$ cat src/rtl/tmr_dec_pkg.sv
`timescale 1ns/1ps
package tmr_dec_pkg;

  // width of one channel's field in the control word
  localparam int CTRL_BITS  = 4;
  // bit order inside a channel field, least significant first
  localparam int CB_RUN     = 0;
  localparam int CB_EXTCLK  = 1;
  localparam int CB_IRQ     = 2;
  localparam int CB_PULSE   = 3;
  // registers inside one channel slot
  localparam int WORDS_PER_CH = 4;

  typedef enum logic [1:0] {
    WSEL_COUNT  = 2'd0,
    WSEL_RELOAD = 2'd1,
    WSEL_MATCHA = 2'd2,
    WSEL_MATCHB = 2'd3
  } chan_word_e;

  // slot number to channel index: slots above the control slot shift down by one
  function automatic int unsigned slot_to_chan(int unsigned slot, int unsigned ctrl_slot);
    return (slot < ctrl_slot) ? slot : slot - 1;
  endfunction

  // flat bit offset of one channel word on the read-back bus
  function automatic int unsigned word_base(int unsigned ch, int unsigned wsel, int unsigned dw);
    return (ch * WORDS_PER_CH + wsel) * dw;
  endfunction

endpackage

$ cat src/rtl/tmr_addr_decode.sv
`timescale 1ns/1ps
module tmr_addr_decode
  import tmr_dec_pkg::*;
#(
  parameter int AW        = 12,
  parameter int NUM_CH    = 8,
  parameter int CTRL_SLOT = 3,
  localparam int CHW      = $clog2(NUM_CH),
  localparam int SW       = AW - 4
) (
  input  logic [AW-1:0]  addr,
  output logic           hit_ch,
  output logic           hit_ctrl,
  output logic           miss,
  output logic [CHW-1:0] ch_idx,
  output chan_word_e     wsel
);

  logic [SW-1:0] slot;
  logic          aligned;

  assign slot    = addr[AW-1:4];
  assign aligned = (addr[1:0] == 2'b00);
  assign wsel    = chan_word_e'(addr[3:2]);

  always_comb begin
    hit_ch   = 1'b0;
    hit_ctrl = 1'b0;
    ch_idx   = '0;
    if (aligned) begin
      if (slot == SW'(CTRL_SLOT)) begin
        hit_ctrl = (addr[3:2] == 2'b00);
      end else if (slot <= SW'(NUM_CH)) begin
        hit_ch = 1'b1;
        ch_idx = CHW'(slot_to_chan(int'(slot), CTRL_SLOT));
      end
    end
    miss = !(hit_ch || hit_ctrl);
  end

endmodule

$ cat src/rtl/tmr_ctrl_seq.sv
`timescale 1ns/1ps
module tmr_ctrl_seq
  import tmr_dec_pkg::*;
#(
  parameter int NUM_CH      = 8,
  parameter int PULSE_FIRST = 4,
  localparam int CW         = NUM_CH * CTRL_BITS
) (
  input  logic              clk,
  input  logic              rst_n,
  input  logic              wr,
  input  logic [CW-1:0]     wdata,
  output logic [CW-1:0]     ctrl_q,
  output logic              pulse_err,
  output logic [NUM_CH-1:0] en_o,
  output logic [NUM_CH-1:0] clk_ext_o,
  output logic [NUM_CH-1:0] irq_en_o,
  output logic [NUM_CH-1:0] pulse_o,
  output logic [NUM_CH-1:0] dis_stb_o,
  output logic [NUM_CH-1:0] ena_stb_o,
  output logic [NUM_CH-1:0] cfg_stb_o
);

  // events of the current write, one bit per channel
  logic [NUM_CH-1:0] stop_now;
  logic [NUM_CH-1:0] start_now;
  logic [NUM_CH-1:0] cfg_chg;
  logic [NUM_CH-1:0] bad_pulse;
  logic [NUM_CH-1:0] nxt_clk, nxt_irq, nxt_pulse;
  // enables waiting for the second cycle
  logic [NUM_CH-1:0] start_pend_q;
  logic [NUM_CH-1:0] en_q, clk_q, irq_q, pulse_q;
  logic [NUM_CH-1:0] dis_stb_q, ena_stb_q, cfg_stb_q;

  for (genvar i = 0; i < NUM_CH; i++) begin : g_ch
    localparam bit CAN_PULSE = (i >= PULSE_FIRST);
    logic [CTRL_BITS-1:0] old_f, new_f, diff_f;
    assign old_f  = ctrl_q[i*CTRL_BITS +: CTRL_BITS];
    assign new_f  = wdata[i*CTRL_BITS +: CTRL_BITS];
    assign diff_f = old_f ^ new_f;

    assign stop_now[i]  = wr &&  old_f[CB_RUN] && !new_f[CB_RUN];
    assign start_now[i] = wr && !old_f[CB_RUN] &&  new_f[CB_RUN];
    assign cfg_chg[i]   = wr && (diff_f[CB_EXTCLK] || diff_f[CB_IRQ] ||
                                 (CAN_PULSE && diff_f[CB_PULSE]));
    assign bad_pulse[i] = wr && !CAN_PULSE && diff_f[CB_PULSE];
    assign nxt_clk[i]   = new_f[CB_EXTCLK];
    assign nxt_irq[i]   = new_f[CB_IRQ];
    assign nxt_pulse[i] = CAN_PULSE && new_f[CB_PULSE];


    en_fall_chk: assert property (@(posedge clk) disable iff (!rst_n)
      $fell(en_o[i]) |-> dis_stb_o[i]);

    stop_off_chk: assert property (@(posedge clk) disable iff (!rst_n)
      dis_stb_o[i] |-> !en_o[i]);

    en_rise_chk: assert property (@(posedge clk) disable iff (!rst_n)
      $rose(en_o[i]) |-> ena_stb_o[i]);

    start_late_chk: assert property (@(posedge clk) disable iff (!rst_n)
      ena_stb_o[i] |-> $past(wr, 2) && !$past(wr && start_now[i]));
  end

  assign pulse_err = |bad_pulse;

  always_ff @(posedge clk) begin
    if (!rst_n) begin
      ctrl_q       <= '0;
      start_pend_q <= '0;
      en_q         <= '0;
      clk_q        <= '0;
      irq_q        <= '0;
      pulse_q      <= '0;
      dis_stb_q    <= '0;
      ena_stb_q    <= '0;
      cfg_stb_q    <= '0;
    end else begin
      // second cycle: pending enables land unless a newer write stops them
      en_q         <= (en_q | start_pend_q) & ~stop_now;
      ena_stb_q    <= start_pend_q & ~stop_now;
      start_pend_q <= start_now;
      // first cycle: stops and configuration together
      dis_stb_q    <= stop_now;
      cfg_stb_q    <= cfg_chg;
      if (wr) begin
        ctrl_q  <= wdata;
        clk_q   <= nxt_clk;
        irq_q   <= nxt_irq;
        pulse_q <= nxt_pulse;
      end
    end
  end

  assign en_o      = en_q;
  assign clk_ext_o = clk_q;
  assign irq_en_o  = irq_q;
  assign pulse_o   = pulse_q;
  assign dis_stb_o = dis_stb_q;
  assign ena_stb_o = ena_stb_q;
  assign cfg_stb_o = cfg_stb_q;

endmodule

$ cat src/rtl/tmr_read_mux.sv
`timescale 1ns/1ps
module tmr_read_mux
  import tmr_dec_pkg::*;
#(
  parameter int NUM_CH = 8,
  parameter int DW     = 32,
  localparam int CHW   = $clog2(NUM_CH),
  localparam int CW    = NUM_CH * CTRL_BITS,
  localparam int RBW   = NUM_CH * WORDS_PER_CH * DW
) (
  input  logic           hit_ch,
  input  logic           hit_ctrl,
  input  logic [CHW-1:0] ch_idx,
  input  chan_word_e     wsel,
  input  logic [RBW-1:0] ch_rdata,
  input  logic [CW-1:0]  ctrl_q,
  output logic [DW-1:0]  rdata
);

  always_comb begin
    rdata = '0;
    if (hit_ch)
      rdata = ch_rdata[word_base(int'(ch_idx), int'(wsel), DW) +: DW];
    else if (hit_ctrl)
      rdata = DW'(ctrl_q);
  end

endmodule

$ cat src/rtl/tmr_bank_decoder.sv
`timescale 1ns/1ps
module tmr_bank_decoder
  import tmr_dec_pkg::*;
#(
  parameter int NUM_CH      = 8,
  parameter int DW          = 32,
  parameter int AW          = 12,
  parameter int CTRL_SLOT   = 3,
  parameter int PULSE_FIRST = 4,
  localparam int CHW        = $clog2(NUM_CH),
  localparam int CW         = NUM_CH * CTRL_BITS,
  localparam int RBW        = NUM_CH * WORDS_PER_CH * DW
) (
  input  logic              clk,
  input  logic              rst_n,
  input  logic              req_valid,
  input  logic              req_write,
  input  logic [AW-1:0]     req_addr,
  input  logic [DW-1:0]     req_wdata,
  output logic [DW-1:0]     rsp_rdata,
  output logic              rsp_err,
  output logic [NUM_CH-1:0] ch_wr_o,
  output logic [1:0]        ch_wr_sel_o,
  output logic [DW-1:0]     ch_wr_data_o,
  input  logic [RBW-1:0]    ch_rdata_i,
  output logic [NUM_CH-1:0] ch_en_o,
  output logic [NUM_CH-1:0] ch_clk_ext_o,
  output logic [NUM_CH-1:0] ch_irq_en_o,
  output logic [NUM_CH-1:0] ch_pulse_o,
  output logic [NUM_CH-1:0] ch_dis_stb_o,
  output logic [NUM_CH-1:0] ch_ena_stb_o,
  output logic [NUM_CH-1:0] ch_cfg_stb_o
);

  logic           hit_ch, hit_ctrl, miss;
  logic [CHW-1:0] ch_idx;
  chan_word_e     wsel;
  logic [CW-1:0]  ctrl_q;
  logic [DW-1:0]  rd_mux;
  logic           pulse_err;
  logic           ctrl_wr, chan_wr, rd_req;
  logic [NUM_CH-1:0] ch_wr_q;
  logic [1:0]     wr_sel_q;
  logic [DW-1:0]  wr_data_q, rdata_q;
  logic           err_q;

  tmr_addr_decode #(.AW(AW), .NUM_CH(NUM_CH), .CTRL_SLOT(CTRL_SLOT)) u_dec (
    .addr     (req_addr),
    .hit_ch   (hit_ch),
    .hit_ctrl (hit_ctrl),
    .miss     (miss),
    .ch_idx   (ch_idx),
    .wsel     (wsel)
  );

  assign ctrl_wr = req_valid && req_write && hit_ctrl;
  assign chan_wr = req_valid && req_write && hit_ch;
  assign rd_req  = req_valid && !req_write;

  tmr_ctrl_seq #(.NUM_CH(NUM_CH), .PULSE_FIRST(PULSE_FIRST)) u_seq (
    .clk       (clk),
    .rst_n     (rst_n),
    .wr        (ctrl_wr),
    .wdata     (req_wdata[CW-1:0]),
    .ctrl_q    (ctrl_q),
    .pulse_err (pulse_err),
    .en_o      (ch_en_o),
    .clk_ext_o (ch_clk_ext_o),
    .irq_en_o  (ch_irq_en_o),
    .pulse_o   (ch_pulse_o),
    .dis_stb_o (ch_dis_stb_o),
    .ena_stb_o (ch_ena_stb_o),
    .cfg_stb_o (ch_cfg_stb_o)
  );

  tmr_read_mux #(.NUM_CH(NUM_CH), .DW(DW)) u_rmux (
    .hit_ch   (hit_ch),
    .hit_ctrl (hit_ctrl),
    .ch_idx   (ch_idx),
    .wsel     (wsel),
    .ch_rdata (ch_rdata_i),
    .ctrl_q   (ctrl_q),
    .rdata    (rd_mux)
  );

  always_ff @(posedge clk) begin
    if (!rst_n) begin
      ch_wr_q   <= '0;
      wr_sel_q  <= '0;
      wr_data_q <= '0;
      rdata_q   <= '0;
      err_q     <= 1'b0;
    end else begin
      ch_wr_q <= chan_wr ? (NUM_CH'(1) << ch_idx) : '0;
      if (chan_wr) begin
        wr_sel_q  <= wsel;
        wr_data_q <= req_wdata;
      end
      if (rd_req)
        rdata_q <= rd_mux;
      err_q <= req_valid && (miss || (ctrl_wr && pulse_err));
    end
  end

  assign ch_wr_o      = ch_wr_q;
  assign ch_wr_sel_o  = wr_sel_q;
  assign ch_wr_data_o = wr_data_q;
  assign rsp_rdata    = rdata_q;
  assign rsp_err      = err_q;


  wr_onehot_chk: assert property (@(posedge clk) disable iff (!rst_n)
    $onehot0(ch_wr_o));

  miss_quiet_chk: assert property (@(posedge clk) disable iff (!rst_n)
    (req_valid && miss) |=> (ch_wr_o == '0) && rsp_err);

  miss_zero_chk: assert property (@(posedge clk) disable iff (!rst_n)
    (rd_req && miss) |=> (rsp_rdata == '0));

  low_pulse_chk: assert property (@(posedge clk) disable iff (!rst_n)
    (ctrl_wr && pulse_err) |=> rsp_err);

endmodule

$ cat config.mk
export PLATFORM = sky130hd
export DESIGN_NAME = tmr_bank_decoder
export DESIGN_NICKNAME = d
export VERILOG_FILES = /design/src/rtl/tmr_dec_pkg.sv /design/src/rtl/tmr_addr_decode.sv /design/src/rtl/tmr_ctrl_seq.sv /design/src/rtl/tmr_read_mux.sv /design/src/rtl/tmr_bank_decoder.sv
export SDC_FILE = /design/constraint.sdc
export NUM_CORES = 1
export LEC_CHECK = 0
export BUFFER_PORTS_ARGS = -buffer_cell sky130_fd_sc_hd__buf_4
export CORE_AREA = 3 3 470 472
export DETAILED_ROUTE_END_ITERATION = 10
export DIE_AREA = 0 0 473 475
export GPL_TIMING_DRIVEN = 0
export PLACE_DENSITY = 0.3
export SYNTH_ARGS = -nofsm -noshare
export SYNTH_HDL_FRONTEND = slang
export SYNTH_SLANG_ARGS = --single-unit
$ cat constraint.sdc
create_clock -name clk -period 5.4 [get_ports clk]
set_input_delay 0.54 -clock clk [delete_from_list [all_inputs] [get_ports clk]]
set_output_delay 0.54 -clock clk [all_outputs]
set_load 0.05 [all_outputs]
==> impl_metrics.yaml, run 1 <==
clocking:
  ctsHoldBuffers: 0
  postCtsSetupRepairBufs: 0
  cts.reportedPaths.clkPinSlew_ns: 0.08
  cts_tree: "yes"
  cts_buffers: 17
  htreeDepth: 4
  ctsLongestPathBuffers: 2
  cts_resized: 0
  clock_latency_ns: 0.52
  clkSinkCount: 147
  root_buffer: "clkbuf_16"
power_and_ir_drop:
  switchingPower_mw: 1.52
  combPwrFrac_pct: 41.9
  clkPwrFrac_pct: 32.0
  vdd_drop_max_mv: 0.248
  p_leak_nw: 10.7
  p_seq_share_pct: 26.1
  swShare_pct: 35.8
  p_int_mw: 2.71
  power_density_mw_per_mm2: 156
global_routing:
  antenna_found_initial: 118
  overflow: 0
  grt_pass1_wl_um: 234000
  grt_max_degree: 17
  grt_pass1_vias: 18775
  gr-usage-all-layers_pct: 16.6
logic_synthesis:
  synth.most_common_cell: "mux4_2"
  synth_top_area_cell: "mux4_2"
  yosys-top-cells-area: "mux4_2, dfxtp_1, nand2_1"
  ys_ff_latch: 147
  syn_area_mm2: 0.0137
  yosys_warnings: 0
  synth_commonest_cells: "mux4_2, nand2_1, dfxtp_1"
  syn_inst: 1236
  yosysSeqAreaShare_pct: 21.4
  synth_top_area_share_pct: 41.9
  syn_avg_cell_area_um2: 11.1
  synthArstFlopShare_pct: 0
  synth_edf_count: 0
  synth_cell_types: 60
  synth_flop_cell: "dfxtp_1"
sta:
  layout_min_cycle_time_ns: 4.75
  rsz0062_at_grt: "false"
  period_share_pct: 88.0
  fmax_ghz: 0.210
  setup_viol: 0
  worst_pin_slew_ns: 1.47
  worst_slack_ns: 0.647
  fin_skew_ns: 0.0396
  slew_headroom_pct: 1.74
  tns_ns: 0
  slew_violations: 0
  hold_violations: 0
detailed_routing:
  wl_um: 195000
  via_per_inst: 3.34
  drt_iter0_drc: 1276
  drc_errors: 0
  firstDrtPassIters: 5
  routedWlPerCell_um: 36.4
  drtAntennaViolNets: 0
  via_count: 17899
outcome:
  outcome: "complete, no violations"
critical_path:
  ff2ff_setup_slack_ns: 3.54
  cp.arrival_ns: 5.10
  cp-start-kind: "input pin"
  crit_type: "in2reg"
  crit_fanout: 10
  worstPathRequired_ns: 5.74
  cp-end-kind: "flop"
floorplanning:
  start_util_pct: 6.34
  rows: 171
  die_w_um: 473
  ios: 1203
  die_h_um: 475
  core-area_mm2: 0.217
  fp.dieArea_mm2: 0.225
layout:
  fin_util_pct: 12.5
  drive_gt1_share_pct: 64.7
  final_nets: 3529
  syn_to_final_growth_pct: 96.7
  finalInstanceArea_mm2: 0.0270
  finalNonFillerCells: 5357
hold_path:
  hold_path.class: "in2reg"
placement:
  placedInstanceArea_mm2: 0.0263
  placed_cells: 5289
  port_buffers: 1196
  post-place-ws_ns: -0.00149
  place.gp.congestion: 0.876
  dpl.hpwl_um: 175000
job:
  maxCapViolCount: 0
[power groups by stage]
stage | logic (mW) | clock network (mW) | registers (mW)
2_1_floorplan | 0.573 | 0 | 1.17
3_3_place_gp | 1.81 | 0 | 1.13
3_5_place_dp | 1.82 | 0 | 1.13
4_1_cts | 1.82 | 1.43 | 1.10
5_1_grt | 1.86 | 1.44 | 1.10
6_report | 1.77 | 1.35 | 1.10
[metrics by stage]
stage	total power [mW]	hold slack, ns
CTS	4.35	0.259
floorplan	1.74	0.430
global placement	2.94	0.449
finish	4.23	0.322
global route	4.41	0.283
detailed placement	2.95	0.444
[metal layers]
metal  GRT usage [%]  vias up  wire length, µm
met5               0        -              482
met4            1.89       72             1750
met3            5.62      148            16800
met2            28.0     1036            93000
met1            21.1     9115            82800
li1                -     7528                -
[layout by cell type, fill, tap and decap left out, drive strengths merged, types with 10 or more instances in the layout]
master  synthesis  routed
clkbuf         96     114
a22oi          42      42
a31oi          23      23
nand2         174     174
nand2b         11      11
a22o           42      42
o221a          19      19
buf            57    1253
a21boi         67      67
nor2           25      25
a21oi          37      37
mux2i          16      16
o221ai         11      11
nand3          25      25
mux2           10      10
mux4          256     256
inv             7      13
a221oi         14      14
diode           0      36
xnor2          20      20
o21ai          60      60
dfxtp         147     147
[sequential cells by signal (all words and copies together), names as in the netlist]
register	cells
rsp_err	1
ch_wr_data_o	32
u_seq.irq_en_o	7
rsp_rdata	32
ch_wr_o	8
u_seq.clk_ext_o	7
u_seq.en_o	8
u_seq.dis_stb_o	8
u_seq.cfg_stb_o	8
u_seq.ctrl_q	18
u_seq.start_pend_q	8
u_seq.ena_stb_o	8
ch_wr_sel_o	2
[final timing paths]
kind / cells after the start / start / to
worst min-delay path: 3 / req_wdata[31] / ch_wr_data_o[31]
worst min register to register: 1 / u_seq.start_pend_q[0] / u_seq.ena_stb_o[0]
worst max register to register: 2 / u_seq.irq_en_o[2] / rsp_rdata[10]
worst max-delay path: 9 / req_addr[8] / rsp_rdata[24]
[worst max-delay path, cell delays in order]
cell and delay [ns]:
buf_4 0.12, or4_1 0.65, buf_2 0.26, a2111oi_4 0.69, nand3_2 0.74, clkbuf_1 0.69, a22o_1 0.39, o21ai_0 0.84
a31oi_1 0.16
[cell families (layout without fill, tap and decap cells)]
kind of cell,count (synthesis),count (layout),synth area share [%]
compound gates,352,352,18.9
mux,282,282,43.9
simple gates,266,266,8.55
buf+inv,160,1388,5.31
flops,147,147,21.4
xor+xnor,25,25,1.59
fa+ha+maj,3,3,0.273
other cells,1,40,0.0273
[area by class of cell]
cell class	instances	area, µm²
fill	25113	190000
buffer	153	731
clock inverter	14	170
multi-input combinational	932	10100
tap	2854	3570
inverter	7	26.3
clock buffer	18	439
antenna	36	90.1
timing repair buffer	1196	8980
sequential	147	2940
Note: power is estimated with default switching activity, not from simulation.
==> inputs of run 2 (changes only) <==
--- a/config.mk
+++ b/config.mk
@@ -6,11 +6,14 @@
 export NUM_CORES = 1
 export LEC_CHECK = 0
 export BUFFER_PORTS_ARGS = -buffer_cell sky130_fd_sc_hd__buf_4
-export CORE_AREA = 3 3 470 472
+export CELL_PAD_IN_SITES_DETAIL_PLACEMENT = 0
+export CELL_PAD_IN_SITES_GLOBAL_PLACEMENT = 1
+export CORE_AREA = 3 3 472 474
 export DETAILED_ROUTE_END_ITERATION = 10
-export DIE_AREA = 0 0 473 475
+export DIE_AREA = 0 0 475 477
 export GPL_TIMING_DRIVEN = 0
 export PLACE_DENSITY = 0.3
 export SYNTH_ARGS = -nofsm -noshare
 export SYNTH_HDL_FRONTEND = slang
+export SYNTH_HIERARCHICAL = 1
 export SYNTH_SLANG_ARGS = --single-unit
==> impl_metrics.yaml, run 2 <==
logic_synthesis:
  synth_edf_count: 0
  synth.most_common_cell: "mux2i_1"
  syn_avg_cell_area_um2: 10.3
  synth-compound-area-share_pct: 17.6
  syn_area_mm2: 0.0149
  synth-simple-area-share_pct: 9.54
  synth_top_family_by_area: "multiplexers"
  synth_commonest_cells: "mux2i_1, dfxtp_1, nand2_1"
  synthMuxAreaShare_pct: 44.0
  synth_flop_cell: "dfxtp_1"
  syn_inst: 1458
  yosysSeqAreaShare_pct: 19.7
  synth_cell_types: 55
  synthArstFlopShare_pct: 0
  synth_top_area_share_pct: 19.7
  synth_top_area_cell: "dfxtp_1"
  yosys-top-cells-area: "dfxtp_1, mux4_2, mux2i_1"
  synth_fa_ha_area_share_pct: 0.251
  synth_xor_area_share_pct: 1.41
  yosys_warnings: 6
  ys_ff_latch: 147
critical_path:
  crit_type: "in2reg"
  cp_slowest_stage_delay_ns: 0.61
  cp.arrival_ns: 5.58
  crit_chain: "buf_4 -> inv_1 -> ha_1 -> nand2_1 -> or3_1 -> a21oi_2 -> clkbuf_1 -> nor2b_1 -> clkbuf_1 -> clkbuf_1 -> a22o_1 -> a221oi_1 -> o221ai_1 -> o21ai_1 -> nand2_1 -> a21boi_2"
  path_buf_inv: 5
  critPathSlowestCell: "clkbuf_1"
  cp-end-kind: "flop"
  crit_family: "compound AO/OA/AOI/OAI gates"
  worstPathRequired_ns: 5.81
  cp-start-kind: "input pin"
  crit_top_cell: "clkbuf_1"
  crit_fanout: 10
clocking:
  cts.reportedPaths.clkPinSlew_ns: 0.08
  ctsLongestPathBuffers: 2
  clock_latency_ns: 0.48
  cts_buffers: 17
  root_buffer: "clkbuf_16"
  htreeDepth: 4
  postCtsSetupRepairBufs: 0
  cts_tree: "yes"
  ctsHoldBuffers: 0
  clkSinkCount: 147
detailed_routing:
  via_per_inst: 3.29
  drc_errors: 0
  via_count: 18384
  drt_iter0_drc: 960
  wl_um: 194000
  drtAntennaViolNets: 0
  routedWlPerCell_um: 34.8
  firstDrtPassIters: 5
global_routing:
  antenna_found_initial: 95
  grt_pass1_wl_um: 238000
  grt_pass1_vias: 20102
  gr-usage-all-layers_pct: 16.5
  overflow: 0
  grt_max_degree: 18
hold_path:
  hold_path.class: "in2reg"
placement:
  place.gp.congestion: 0.855
  placed_cells: 5532
  port_buffers: 1198
  dpl.hpwl_um: 176000
  placedInstanceArea_mm2: 0.0276
layout:
  finalNonFillerCells: 5582
  mostFrequentLayoutCell: "buf_4"
  final_nets: 3754
  drive_gt1_share_pct: 62.6
  finalInstanceArea_mm2: 0.0283
  fin_util_pct: 12.9
  syn_to_final_growth_pct: 89.2
  most-common-layout-cells: "buf_4, mux2i_1, dfxtp_1, nand2_1"
power_and_ir_drop:
  p_seq_share_pct: 26.5
  power_density_mw_per_mm2: 145
  p_leak_nw: 11.5
  swShare_pct: 36.3
  switchingPower_mw: 1.49
  vdd_drop_max_mv: 0.170
  clkPwrFrac_pct: 31.3
  p_int_mw: 2.61
  combPwrFrac_pct: 42.2
sta:
  tns_ns: 0
  layout_min_cycle_time_ns: 5.17
  slew_headroom_pct: 21.7
  fmax_ghz: 0.193
  worst_pin_slew_ns: 1.17
  hold_violations: 0
  rsz0062_at_grt: "false"
  fin_skew_ns: 0.0224
  period_share_pct: 95.7
  setup_viol: 0
  slew_violations: 0
job:
  maxCapViolCount: 0
floorplanning:
  core-area_mm2: 0.219
  rows: 172
  start_util_pct: 6.82
  ios: 1203
  fp.dieArea_mm2: 0.227
  die_h_um: 477
  die_w_um: 475
outcome:
  outcome: "complete, no violations"
==> run 2: final timing paths <==
kind                    start            endpoint  slack [ns]  cells after the start
max               req_addr[4]       rsp_rdata[30]        0.23                     16
min              req_wdata[0]  u_seq/dis_stb_o[0]        0.27                      2
max reg2reg  u_seq/ctrl_q[30]       rsp_rdata[30]        3.92                      4
min reg2reg      rsp_rdata[8]        rsp_rdata[8]        0.47                      2
==> run 2: logic make-up (layout without fill, tap and decap cells) <==
| logic type | after synthesis | count (layout) |
|---|---|---|
| muxes | 481 | 481 |
| DFF | 147 | 147 |
| xor gates and xnor gates | 24 | 24 |
| buffers and inverters | 183 | 1414 |
| adders and majority gates | 3 | 3 |
| and+or+nand+nor | 272 | 272 |
| AOI/OAI and AO/OA | 347 | 347 |
| other | 1 | 23 |
==> run 2: routing by layer <==
| layer | part of all wire, % | up-vias | track usage (%) |
|---|---|---|---|
| met5 | 0.18 | - | 0 |
| met1 | 41 | 9035 | 19.5 |
| li1 | - | 8164 | - |
| met4 | 0.97 | 54 | 1.89 |
| met2 | 50 | 984 | 29.7 |
| met3 | 7.9 | 147 | 5.05 |
==> run 2: timing repair <==
action | in CTS | in global routing
hold endpoints to repair | 0 | 0
gates resized for setup | 6 | 5
setup endpoints to repair | 12 | 15
==> run 2: stage by stage <==
| step | hold slack [ns] | power (mW) | worst slack (ns) |
|---|---|---|---|
| global placement | 0.463 | 2.89 | -1.62 |
| floorplan | 0.451 | 1.72 | 2.26 |
| global route | 0.246 | 4.29 | 0.0290 |
| CTS | 0.226 | 4.22 | -0.00144 |
| detailed placement | 0.465 | 2.90 | -0.826 |
| finish | 0.269 | 4.09 | 0.230 |
==> run 2: final cells by class <==
class | count | area [µm²]
clock buffer | 17 | 425
multi-input combinational | 1131 | 11000
tap | 2871 | 3590
timing repair buffer | 1200 | 9030
antenna | 19 | 47.5
sequential | 147 | 2940
clock inverter | 15 | 161
inverter | 2 | 7.51
fill | 25262 | 191000
buffer | 180 | 1110
==> run 2: power by group through the flow <==
stage	combinational (mW)	sequential [mW]	clock, mW
after floorplan	0.602	1.11	0
after CTS	1.79	1.08	1.34
after detailed placement	1.79	1.11	0
after global routing	1.84	1.08	1.37
final	1.73	1.08	1.28
after global placement	1.78	1.11	0
==> run 2: worst reg2reg max path, delay by kind of cell, from the launching register on <==
kind	cells	cell delay, ns
flops	1	0.66
simple gates	2	0.44
compound gates	2	0.31
==> inputs of run 3 (changes only) <==
--- a/config.mk
+++ b/config.mk
@@ -12,7 +12,7 @@
 export DETAILED_ROUTE_END_ITERATION = 10
 export DIE_AREA = 0 0 475 477
 export GPL_TIMING_DRIVEN = 0
-export PLACE_DENSITY = 0.3
+export PLACE_DENSITY_LB_ADDON = 0.1
 export SYNTH_ARGS = -nofsm -noshare
 export SYNTH_HDL_FRONTEND = slang
 export SYNTH_HIERARCHICAL = 1
==> impl_metrics.yaml, run 3 (synthesized netlist as in run 2, its figures left out) <==
outcome:
  outcome: "complete, no violations"
power_and_ir_drop:
  vdd_drop_max_mv: 0.229
  power_density_mw_per_mm2: 144
  p_leak_nw: 11.5
  power_mw: 4.07
layout:
  final_nets: 3754
  drive_gt1_share_pct: 62.3
  finalNonFillerCells: 5583
  finalInstanceArea_mm2: 0.0282
  mostFrequentLayoutCell: "buf_4"
  syn_to_final_growth_pct: 88.9
  most-common-layout-cells: "buf_4, mux2i_1, dfxtp_1, nand2_1"
sta:
  tns_ns: 0
  hold_violations: 0
  rsz0062_at_grt: "true"
  period_share_pct: 97.3
  layout_min_cycle_time_ns: 5.26
  fin_skew_ns: 0.0190
  fmax_ghz: 0.190
  setup_viol: 0
  worst_pin_slew_ns: 1.26
  slew_violations: 0
  slew_headroom_pct: 16.1
floorplanning:
  fp.dieArea_mm2: 0.227
  start_util_pct: 6.82
  ios: 1203
  core-area_mm2: 0.219
  die_w_um: 475
  rows: 172
  die_h_um: 477
critical_path:
  cp-start-kind: "input pin"
  worstPathRequired_ns: 5.80
  ff2ff_setup_slack_ns: 4.00
  crit_path_end: "rsp_rdata[28]"
  crit_start: "req_addr[8]"
  cp.arrival_ns: 5.66
  worstReg2RegEnd: "rsp_err"
  timing.rr.start: "u_seq/ctrl_q[11]"
  crit_type: "in2reg"
  rr_worst_depth: 4
  cp-end-kind: "flop"
  crit_fanout: 10
detailed_routing:
  routedWlPerCell_um: 34.2
  firstDrtPassIters: 7
  drc_errors: 0
  via_per_inst: 3.23
  drt_iter0_drc: 836
  drtAntennaViolNets: 0
  via_count: 18061
  wl_um: 191000
clocking:
  clock_latency_ns: 0.51
  cts_buffers: 17
  postCtsSetupRepairBufs: 0
  htreeDepth: 4
  cts.reportedPaths.clkPinSlew_ns: 0.08
  clkSinkCount: 147
  root_buffer: "clkbuf_16"
  cts_tree: "yes"
  ctsLongestPathBuffers: 2
placement:
  port_buffers: 1198
  placedInstanceArea_mm2: 0.0276
  dpl.hpwl_um: 173000
  place.gp.congestion: 0.803
  placed_cells: 5531
global_routing:
  grt_pass1_wl_um: 235000
  antenna_found_initial: 86
  grt_max_degree: 17
  grt_pass1_vias: 19789
  gr-usage-all-layers_pct: 16.3
  overflow: 0
job:
  maxCapViolCount: 0
hold_path:
  hold_path.startpoint: "req_wdata[16]"
  hold_path.class: "in2reg"
## run 3: cell types whose count changed in the layout (fill, tap and decap cells not counted), sizes merged
| cell | delta |
|---|---|
| buf | -1 |
| clkbuf | +2 |
| diode | +1 |
| inv | +1 |
| clkinv | -4 |
| bufinv | +2 |
## run 3: layout make-up
| class | count | area (µm²) |
|---|---|---|
| diodes | 20 | 50.0 |
| plain buffers | 181 | 1120 |
| clock buffers | 18 | 439 |
| clock inverters | 14 | 164 |
| fillers | 25266 | 191000 |
| inverters | 2 | 7.51 |
| multi-input cells | 1131 | 10900 |
| flip-flops and latches | 147 | 2940 |
| well taps | 2871 | 3590 |
| repair buffers | 1199 | 9000 |
## run 3: what timing repair did
| action | in CTS | in global routing |
|---|---|---|
| endpoints found under the setup margin | 7 | 4 |
| gates resized for setup | 3 | 5 |
| hold buffers | 0 | 0 |
## run 3: how the worst min path moves through the flow
stage	end	depth (start not counted)	slack, ns
floorplan	u_seq/start_pend_q[0]	1	0.45
global placement	rsp_rdata[13]	2	0.46
detailed placement	rsp_rdata[18]	2	0.46
CTS	u_seq/dis_stb_o[4]	2	0.17
global route	u_seq/dis_stb_o[4]	2	0.21
finish	u_seq/dis_stb_o[4]	2	0.24
## run 3: worst max-delay path, cell delays in order
cell and delay [ns]:
buf_4 0.11, nor4_2 0.26, nand2_1 0.32, a21oi_1 0.70
buf_6 0.24, clkbuf_1 0.28, buf_2 0.61, nand2_1 0.29
clkbuf_1 0.43, o22ai_1 0.26, a21oi_1 0.09, a221oi_1 1.03
o21ai_1 0.24, nand2_1 0.16, a21boi_2 0.06
## run 3: stage by stage
step	hold WS, ns	setup WS [ns]	util (%)
after global placement	0.460	-1.27	12.6
after global routing	0.212	-0.0103	12.9
after detailed placement	0.464	-0.963	12.6
after CTS	0.174	0.0258	12.8
final	0.240	0.145	12.9
after floorplan	0.451	2.26	-
## run 3: per-layer routing
metal / global-route usage (%) / share of wire (%) / up-vias / wire length (µm)
met5: 0 / 0.16 / - / 312
met4: 1.79 / 0.69 / 50 / 1330
met3: 5.00 / 7.2 / 134 / 13800
met2: 29.8 / 52 / 812 / 99200
met1: 18.9 / 40 / 8900 / 76400
li1: - / - / 8165 / -
## run 3: report_power, final
part           internal (mW)  switching (mW)  total [mW]
registers               1.08        0.000530        1.08
logic                  0.898           0.743        1.64
clock network          0.709           0.639        1.35
